## src/rtl/iw_pkg.sv

```systemverilog
package iw_pkg;

   typedef enum logic {
      ISA_WIDE    = 1'b0,
      ISA_COMPACT = 1'b1
   } isa_e;

   localparam int unsigned WIDE_BYTES = 4;
   localparam int unsigned HALF_BYTES = 2;

endpackage

```

## src/rtl/iw_step_calc.sv

```systemverilog
module iw_step_calc
   import iw_pkg::*;
#(
   parameter int unsigned ADDR_W          = 32,
   parameter bit          LONG_COMPACT_EN = 1'b1
) (
   input  isa_e              state_i,
   input  logic              long_hint_i,
   input  logic [ADDR_W-1:0] pc_i,
   output logic [ADDR_W-1:0] next_pc_o
);

   localparam logic [ADDR_W-1:0] STEP_WIDE = ADDR_W'(WIDE_BYTES);
   localparam logic [ADDR_W-1:0] STEP_HALF = ADDR_W'(HALF_BYTES);

   logic [ADDR_W-1:0] step;

   generate
      if (LONG_COMPACT_EN) begin : g_long_compact
         always_comb begin
            if (state_i == ISA_WIDE || long_hint_i) step = STEP_WIDE;
            else                                    step = STEP_HALF;
         end
      end else begin : g_half_only
         logic unused_hint;
         assign unused_hint = long_hint_i;
         always_comb begin
            if (state_i == ISA_WIDE) step = STEP_WIDE;
            else                     step = STEP_HALF;
         end
      end
   endgenerate

   assign next_pc_o = pc_i + step;

   always_comb begin
      assert_step_even_R6 : assert (next_pc_o[0] == pc_i[0]);
   end

endmodule

```

## src/rtl/iw_target_decode.sv

```systemverilog
module iw_target_decode
   import iw_pkg::*;
#(
   parameter int unsigned ADDR_W = 32
) (
   input  logic [ADDR_W-1:0] target_i,
   output isa_e              state_o,
   output logic [ADDR_W-1:0] dest_o,
   output logic              misalign_o
);

   assign state_o    = isa_e'(target_i[0]);
   assign dest_o     = {target_i[ADDR_W-1:1], 1'b0};
   assign misalign_o = ~target_i[0] & target_i[1];

endmodule

```

## src/rtl/iw_link_gen.sv

```systemverilog
module iw_link_gen
   import iw_pkg::*;
#(
   parameter int unsigned ADDR_W = 32
) (
   input  logic [ADDR_W-1:0] ret_addr_i,
   input  isa_e              caller_i,
   output logic [ADDR_W-1:0] link_o
);

   assign link_o = {ret_addr_i[ADDR_W-1:1], caller_i};

endmodule

```

## src/rtl/iw_pc_sequencer.sv

```systemverilog
module iw_pc_sequencer
   import iw_pkg::*;
#(
   parameter int unsigned      ADDR_W          = 32,
   parameter bit               LONG_COMPACT_EN = 1'b1,
   parameter logic [63:0]      RESET_PC        = 64'd0
) (
   input  logic              clk_i,
   input  logic              rst_ni,
   input  logic              advance_i,
   input  logic              br_req_i,
   input  logic              br_link_i,
   input  logic [ADDR_W-1:0] br_target_i,
   input  logic              long_hint_i,
   output logic [ADDR_W-1:0] pc_o,
   output logic              compact_o,
   output logic [ADDR_W-1:0] lr_data_o,
   output logic              lr_we_o,
   output logic              align_fault_o
);

   localparam logic [ADDR_W-1:0] PC_RST = RESET_PC[ADDR_W-1:0];

   generate
      if (ADDR_W < 4 || ADDR_W > 64) begin : g_bad_width
         $error("iw_pc_sequencer: ADDR_W must lie in 4..64");
      end
      if (RESET_PC[1:0] != 2'b00) begin : g_bad_reset
         $error("iw_pc_sequencer: RESET_PC must be 4-byte aligned");
      end
   endgenerate

   logic [ADDR_W-1:0] pc_q;
   isa_e              state_q;
   logic              fault_q;
   logic              lr_we_q;
   logic [ADDR_W-1:0] lr_data_q;

   logic [ADDR_W-1:0] seq_pc;
   isa_e              tgt_state;
   logic [ADDR_W-1:0] tgt_dest;
   logic              tgt_misalign;
   logic [ADDR_W-1:0] link_val;
   logic              br_accept;

   iw_step_calc #(
      .ADDR_W          (ADDR_W),
      .LONG_COMPACT_EN (LONG_COMPACT_EN)
   ) u_step (
      .state_i     (state_q),
      .long_hint_i (long_hint_i),
      .pc_i        (pc_q),
      .next_pc_o   (seq_pc)
   );

   iw_target_decode #(
      .ADDR_W (ADDR_W)
   ) u_decode (
      .target_i   (br_target_i),
      .state_o    (tgt_state),
      .dest_o     (tgt_dest),
      .misalign_o (tgt_misalign)
   );

   iw_link_gen #(
      .ADDR_W (ADDR_W)
   ) u_link (
      .ret_addr_i (seq_pc),
      .caller_i   (state_q),
      .link_o     (link_val)
   );

   assign br_accept = br_req_i & ~tgt_misalign;

   always_ff @(posedge clk_i) begin
      if (!rst_ni) begin
         pc_q      <= PC_RST;
         state_q   <= ISA_WIDE;
         fault_q   <= 1'b0;
         lr_we_q   <= 1'b0;
         lr_data_q <= '0;
      end else begin
         lr_we_q <= 1'b0;
         if (br_req_i) begin
            if (tgt_misalign) begin
               fault_q <= 1'b1;
            end else begin
               pc_q    <= tgt_dest;
               state_q <= tgt_state;
               fault_q <= 1'b0;
               if (br_link_i) begin
                  lr_we_q   <= 1'b1;
                  lr_data_q <= link_val;
               end
            end
         end else if (advance_i) begin
            pc_q <= seq_pc;
         end
      end
   end

   assign pc_o          = pc_q;
   assign compact_o     = state_q;
   assign lr_data_o     = lr_data_q;
   assign lr_we_o       = lr_we_q;
   assign align_fault_o = fault_q;

   assert_even_pc_R3 : assert property (@(posedge clk_i) disable iff (!rst_ni)
      pc_q[0] == 1'b0);

   assert_wide_align_R3 : assert property (@(posedge clk_i) disable iff (!rst_ni)
      (state_q == ISA_WIDE) |-> (pc_q[1:0] == 2'b00));

   assert_fault_freeze_R4 : assert property (@(posedge clk_i) disable iff (!rst_ni)
      (br_req_i && tgt_misalign) |=> ($stable(pc_q) && $stable(state_q) && fault_q && !lr_we_q));

   assert_fault_sticky_R5 : assert property (@(posedge clk_i) disable iff (!rst_ni)
      (fault_q && !br_req_i) |=> fault_q);

   assert_wide_step_R6 : assert property (@(posedge clk_i) disable iff (!rst_ni)
      (advance_i && !br_req_i && state_q == ISA_WIDE) |=> (pc_q == $past(pc_q) + ADDR_W'(4)));

   assert_lr_source_R8 : assert property (@(posedge clk_i) disable iff (!rst_ni)
      lr_we_q |-> $past(br_accept && br_link_i));

   assert_branch_wins_R9 : assert property (@(posedge clk_i) disable iff (!rst_ni)
      (br_accept && advance_i) |=> (pc_q == $past(tgt_dest)));

endmodule

```

## config.mk

```make
export PLATFORM = sky130hd
export DESIGN_NAME = iw_pc_sequencer
export DESIGN_NICKNAME = d
export VERILOG_FILES = /design/src/rtl/iw_pkg.sv /design/src/rtl/iw_step_calc.sv /design/src/rtl/iw_target_decode.sv /design/src/rtl/iw_link_gen.sv /design/src/rtl/iw_pc_sequencer.sv
export SDC_FILE = /design/constraint.sdc
export NUM_CORES = 1
export LEC_CHECK = 0
export CORE_MARGIN = 8
export CORE_UTILIZATION = 30
export DETAILED_ROUTE_END_ITERATION = 16
export DONT_BUFFER_PORTS = 1
export PLACE_DENSITY = 0.5
export SLEW_MARGIN = 40
export SYNTH_ARGS = -nofsm -noshare
export SYNTH_HDL_FRONTEND = slang
export SYNTH_SLANG_ARGS = --single-unit
```

## constraint.sdc

```tcl
create_clock -name clk_i -period 2.8 [get_ports clk_i]
set_input_delay 0 -clock clk_i [delete_from_list [all_inputs] [get_ports clk_i]]
set_output_delay 0 -clock clk_i [all_outputs]
set_load 0.01 [all_outputs]
```

==> results.cfg, run 1 <==
[place]
preCtsSetupSlack_ps = 292.1
place_area_sq_mm = 0.003621
gp_congestion = 0.7883
dp_hpwl_um = 8678
port_buffers = 0

[global_route]
grt_max_degree = 35
track_usage_pct = 16.58
grt_pass1_vias = 3300
antenna_found_initial = 0
grt_overflow = 0
grt_pass1_wl_um = 19640

[sta]
max_freq_ghz = 0.3868
timing.slew.headroom_pct = 43.60
setup_ws_ps = 214.7
whs_ps = 9.459
tightest_slew_ps = 843.2
rsz0062_at_grt = false
period_share_pct = 92.33
maxSlewViolCount = 0
period_needed_ps = 2585
setup_viol = 0
finClkSkew_ps = 6.982
hold_viol = 0
fin_setup_tns_ps = 0

[routing]
ant_nets = 0
firstDrtPassIters = 5
vias_per_cell = 5.609
post_drt_wl_per_cell_um = 21.07
drt-total-wl_um = 12710
vias = 3382
drt_drc_violations_left = 0
drt_iter0_drc = 315

[cells_and_area]
syn2layout_area_growth_pct = 21.91
antenna_cells = 0
final_area_sq_mm = 0.004268
register_area_sq_mm = 0.001321
finish.utilization_pct = 37.38
layout-drive-gt1-share_pct = 7.826
num-fill-cells = 1200
multi_input_area_sq_mm = 0.002009
nets = 496

[critical_path]
start_kind = flop
critical_path_required_ps = 3010
r2r_slack_ps = 210
r2r_start = compact_o
cp-startpoint = compact_o
cp-end-kind = flop
arrival_ps = 2790
cp_max_fo = 6
critPathKind = reg -> reg

[yosys]
synth_cell_types = 55
synth-async-reset-ratio_pct = 0
synth_edf_count = 0
synthesis.nets = 472
synth-seq-area-share_pct = 37.74
netlist_instances = 431
synth_area_sq_mm = 0.003501
ys_ff_latch = 66
ys.warnings.count = 0
ys.flop_type = dfxtp_1
syn_avg_cell_area_sq_um = 8.123

[floorplan]
placementRows = 39
pin_count = 105
die_area_sq_mm = 0.01538
start_util_pct = 30.66
core_area_sq_mm = 0.01142
die_y_um = 124.0
fp.dieW_um = 124.0

[cts]
clock_sinks = 66
path_clk_slew_ps = 60
cts_root_buffer = clkbuf_16
cts_setup_buffers = 0
cts_buffers = 9
clk_path_buf_depth = 2
htree_levels = 3
clk_latency_ps = 330
cts_tree = done

[pwr]
peakVddDrop_v = 0.0002823
total_leakage_power_nw = 1.513
p_per_area_mw_per_mm2 = 574.4

[worst_hold_path]
worstHoldStart = advance_i
hp-class = in -> reg

[status]
status = finished clean

[flow_run]
cap_violations = 0
-- cell families after synthesis --
group           synth area share (%)
simple gates                   22.52
compound gates                 24.45
flops                          37.74
buf+inv                        4.932
xor+xnor                       5.504
mux                            3.467
fa+ha+maj                      1.287
other cells                   0.1071
-- placed cells by master (no fill, tap or decap), types with 11 or more instances in the layout --
cell,n
dfxtp_1,66
o21ai_0,44
dlygate4sd3_1,36
a21oi_1,33
nor2_1,29
nand2_1,25
nand3_1,21
a22oi_1,16
nand4_1,14
xor2_1,14
mux2i_1,11
a31oi_1,11
buf_4,11
-- sequential cells by signal, summed over array words and instances (netlist names) --
register	cells
pc_o	31
lr_we_o	1
lr_data_o	32
align_fault_o	1
compact_o	1
-- area by class of cell --
cell class,instances,area share [%]
clock inverter,3,0.3518
timing repair buffer,48,10.85
multi-input combinational,322,47.08
sequential,66,30.96
tap,143,4.192
inverter,8,0.7036
clock buffer,13,5.863
-- synthesized netlist by cell type, types with 11 or more instances --
cell	count	area, sq um
xor2_1	14	122.6
dfxtp_1	66	1321
a22oi_1	16	120.1
nand4_1	14	87.58
nor2_1	29	108.9
nand3_1	21	105.1
clkbuf_1	30	112.6
nand2_1	25	93.84
a21oi_1	33	165.2
o21ai_0	44	220.2
a31oi_1	11	68.82
mux2i_1	11	110.1
-- power by group --
part,switching [W],total [W],leakage [nW],internal (W)
logic,0.000159,0.000294,0.837,0.000135
clock network,0.000419,0.00104,0.133,0.000620
registers,0.000116,0.00112,0.542,0.00100
total,0.000695,0.00245,1.51,0.00176
-- path summary, 6_finish.rpt --
kind | cells after the start | end
worst min register to register | 2 | lr_data_o[1]
worst max-delay path | 8 | pc_o[26]
worst min-delay path | 3 | pc_o[20]
worst max register to register | 8 | pc_o[26]
-- metrics by stage --
stage	instances	total power, W
5_1_grt	603	0.002563
6_report	603	0.002451
2_1_floorplan	431	0.001301
4_1_cts	603	0.002472
3_3_place_gp	550	0.001368
3_5_place_dp	550	0.001373
-- routing by layer --
layer,GRT usage (%),up-vias,wire [um]
met4,3.866,0,119
met5,0,-,0
met3,7.072,10,1395
li1,-,1628,-
met1,20.78,1607,5422
met2,25.85,137,5769
-- critical path, cell delays in order (launching register included) --
cell and delay (ps):
dfxtp_1 420, nand2b_1 150, ha_1 290, a21o_1 190, and4_2 310, and4_1 230
a32oi_1 220, dlygate4sd3_1 580, o31ai_1 70
-- repair_timing --
action / in CTS / in global routing
hold endpoints to repair: 59 / 0
hold buffers: 37 / 0
gates resized for setup: 0 / 1
endpoints found under the setup margin: 0 / 1
No activity file was read; power rests on OpenSTA's default activity.
==> inputs of run 2 (changes only) <==
--- a/config.mk
+++ b/config.mk
@@ -5,10 +5,12 @@
 export SDC_FILE = /design/constraint.sdc
 export NUM_CORES = 1
 export LEC_CHECK = 0
+export ABC_CLOCK_PERIOD_IN_PS = 2800
 export CORE_MARGIN = 8
 export CORE_UTILIZATION = 30
 export DETAILED_ROUTE_END_ITERATION = 16
 export DONT_BUFFER_PORTS = 1
+export HOLD_SLACK_MARGIN = 0.05
 export PLACE_DENSITY = 0.5
 export SLEW_MARGIN = 40
 export SYNTH_ARGS = -nofsm -noshare
==> run 2 against run 1 <==
  * Maximum frequency shrank 0.12%
  * Flip-flop and latch count did not move
  * Setup slack got worse by 3.2 ps
  * Via count shrank 0.86%
  * Cell count is 0.17% higher
  * Routed wire length grew 0.39%
  * Design area increased by 0.12%
  * Clock-buffer cell count unchanged
  * Global-route usage hardly changed
==> results.cfg, run 2 (synthesis results as in run 1) <==
[status]
status = finished clean

[global_route]
grt_overflow = 0
grt_max_degree = 35
antenna_found_initial = 0
grt_pass1_wl_um = 19720
track_usage_pct = 16.60
grt_pass1_vias = 3324

[cts]
path_clk_slew_ps = 60
clk_latency_ps = 330
cts_root_buffer = clkbuf_16
htree_levels = 3
cts_setup_buffers = 0
cts_buffers = 9
clk_path_buf_depth = 2
cts_tree = done
clock_sinks = 66

[critical_path]
critPathKind = reg -> reg
slowest_delay_ps = 580
cp-end-kind = flop
arrival_ps = 2800
critical_path_required_ps = 3010
cp_max_fo = 6
start_kind = flop
path_cells = nand2b_1 -> ha_1 -> a21o_1 -> and4_2 -> and4_1 -> a32oi_1 -> dlygate4sd3_1 -> o31ai_1
cp_slowest_cell = dlygate4sd3_1

[cells_and_area]
layout-drive-gt1-share_pct = 8.026
nets = 497
num-fill-cells = 1201
syn2layout_area_growth_pct = 22.05
final_area_sq_mm = 0.004273
antenna_cells = 0
layout.cells.most_common = dfxtp_1
finish.utilization_pct = 37.42
largest_reg_flops = 32
fin_cells = 604
final_cell_mix = dfxtp_1, o21ai_0, dlygate4sd3_1

[floorplan]
start_util_pct = 30.66
die_y_um = 124.0
core_area_sq_mm = 0.01142
fp.dieW_um = 124.0
placementRows = 39
pin_count = 105
die_area_sq_mm = 0.01538

[sta]
period_needed_ps = 2589
finClkSkew_ps = 7.920
period_share_pct = 92.45
rsz0062_at_grt = false
tightest_slew_ps = 700.1
hold_viol = 0
setup_viol = 0
fin_setup_tns_ps = 0
max_freq_ghz = 0.3863
timing.slew.headroom_pct = 53.33
maxSlewViolCount = 0

[pwr]
p_per_area_mw_per_mm2 = 574.4
total_leakage_power_nw = 1.517
power_w = 0.002455
peakVddDrop_v = 0.0002815

[worst_hold_path]
hp-class = in -> reg

[routing]
drt_iter0_drc = 307
drt-total-wl_um = 12760
ant_nets = 0
drt_drc_violations_left = 0
post_drt_wl_per_cell_um = 21.12
vias_per_cell = 5.551
firstDrtPassIters = 4
vias = 3353

[place]
place_inst = 550
place_area_sq_mm = 0.003621
dp_hpwl_um = 8678
port_buffers = 0
gp_congestion = 0.7883

[flow_run]
cap_violations = 0
run 2: final timing paths:
kind                startpoint           end  slack [ps]  cells past startpoint
setup / recovery     compact_o      pc_o[26]         210                      8
hold / removal          rst_ni      pc_o[14]          80                      2
setup reg to reg     compact_o      pc_o[26]         210                      8
hold reg to reg   lr_data_o[1]  lr_data_o[1]         510                      2
run 2: timing repair:
action	CTS	global route
setup endpoints to repair	0	1
hold endpoints to repair	59	0
gates resized for setup	0	1
hold buffers	38	0
run 2: layout make-up:
type / count / area, sq um / share of cell area (%)
Inverter: 8 / 30.03 / 0.7028
Clock inverter: 3 / 15.01 / 0.3514
Clock buffer: 13 / 250.2 / 5.857
Tap cell: 143 / 178.9 / 4.187
Timing Repair Buffer: 49 / 467.9 / 10.95
Multi-Input combinational cell: 322 / 2009 / 47.03
Sequential cell: 66 / 1321 / 30.92
run 2: stage by stage:
| stage | hold slack (ps) | worst slack (ps) |
|---|---|---|
| after global placement | 129.8 | 391.0 |
| final | 80.69 | 211.5 |
| after detailed placement | 141.3 | 292.1 |
| after global routing | 68.60 | 19.65 |
| after floorplan | 146.2 | 565.5 |
| after CTS | 57.16 | 185.8 |
run 2: power breakdown:
part           switching (W)  internal, W  leakage, nW
Combinational       0.000162     0.000135        0.841
Clock               0.000419     0.000620        0.133
Sequential          0.000117      0.00100        0.542
run 2: metal layers:
metal	GRT usage, %	up-vias	wire length [um]
li1	-	1634	-
met1	20.64	1597	5452
met2	26.25	116	5824
met3	7.026	6	1394
met4	3.643	0	85
met5	0	-	0
run 2: critical path, delay by kind of cell (launching register included):
| family | cells | cell delay, ps |
|---|---|---|
| buf+inv | 1 | 580 |
| flops | 1 | 410 |
| simple gates | 3 | 690 |
| fa+ha+maj | 1 | 290 |
| compound gates | 3 | 480 |
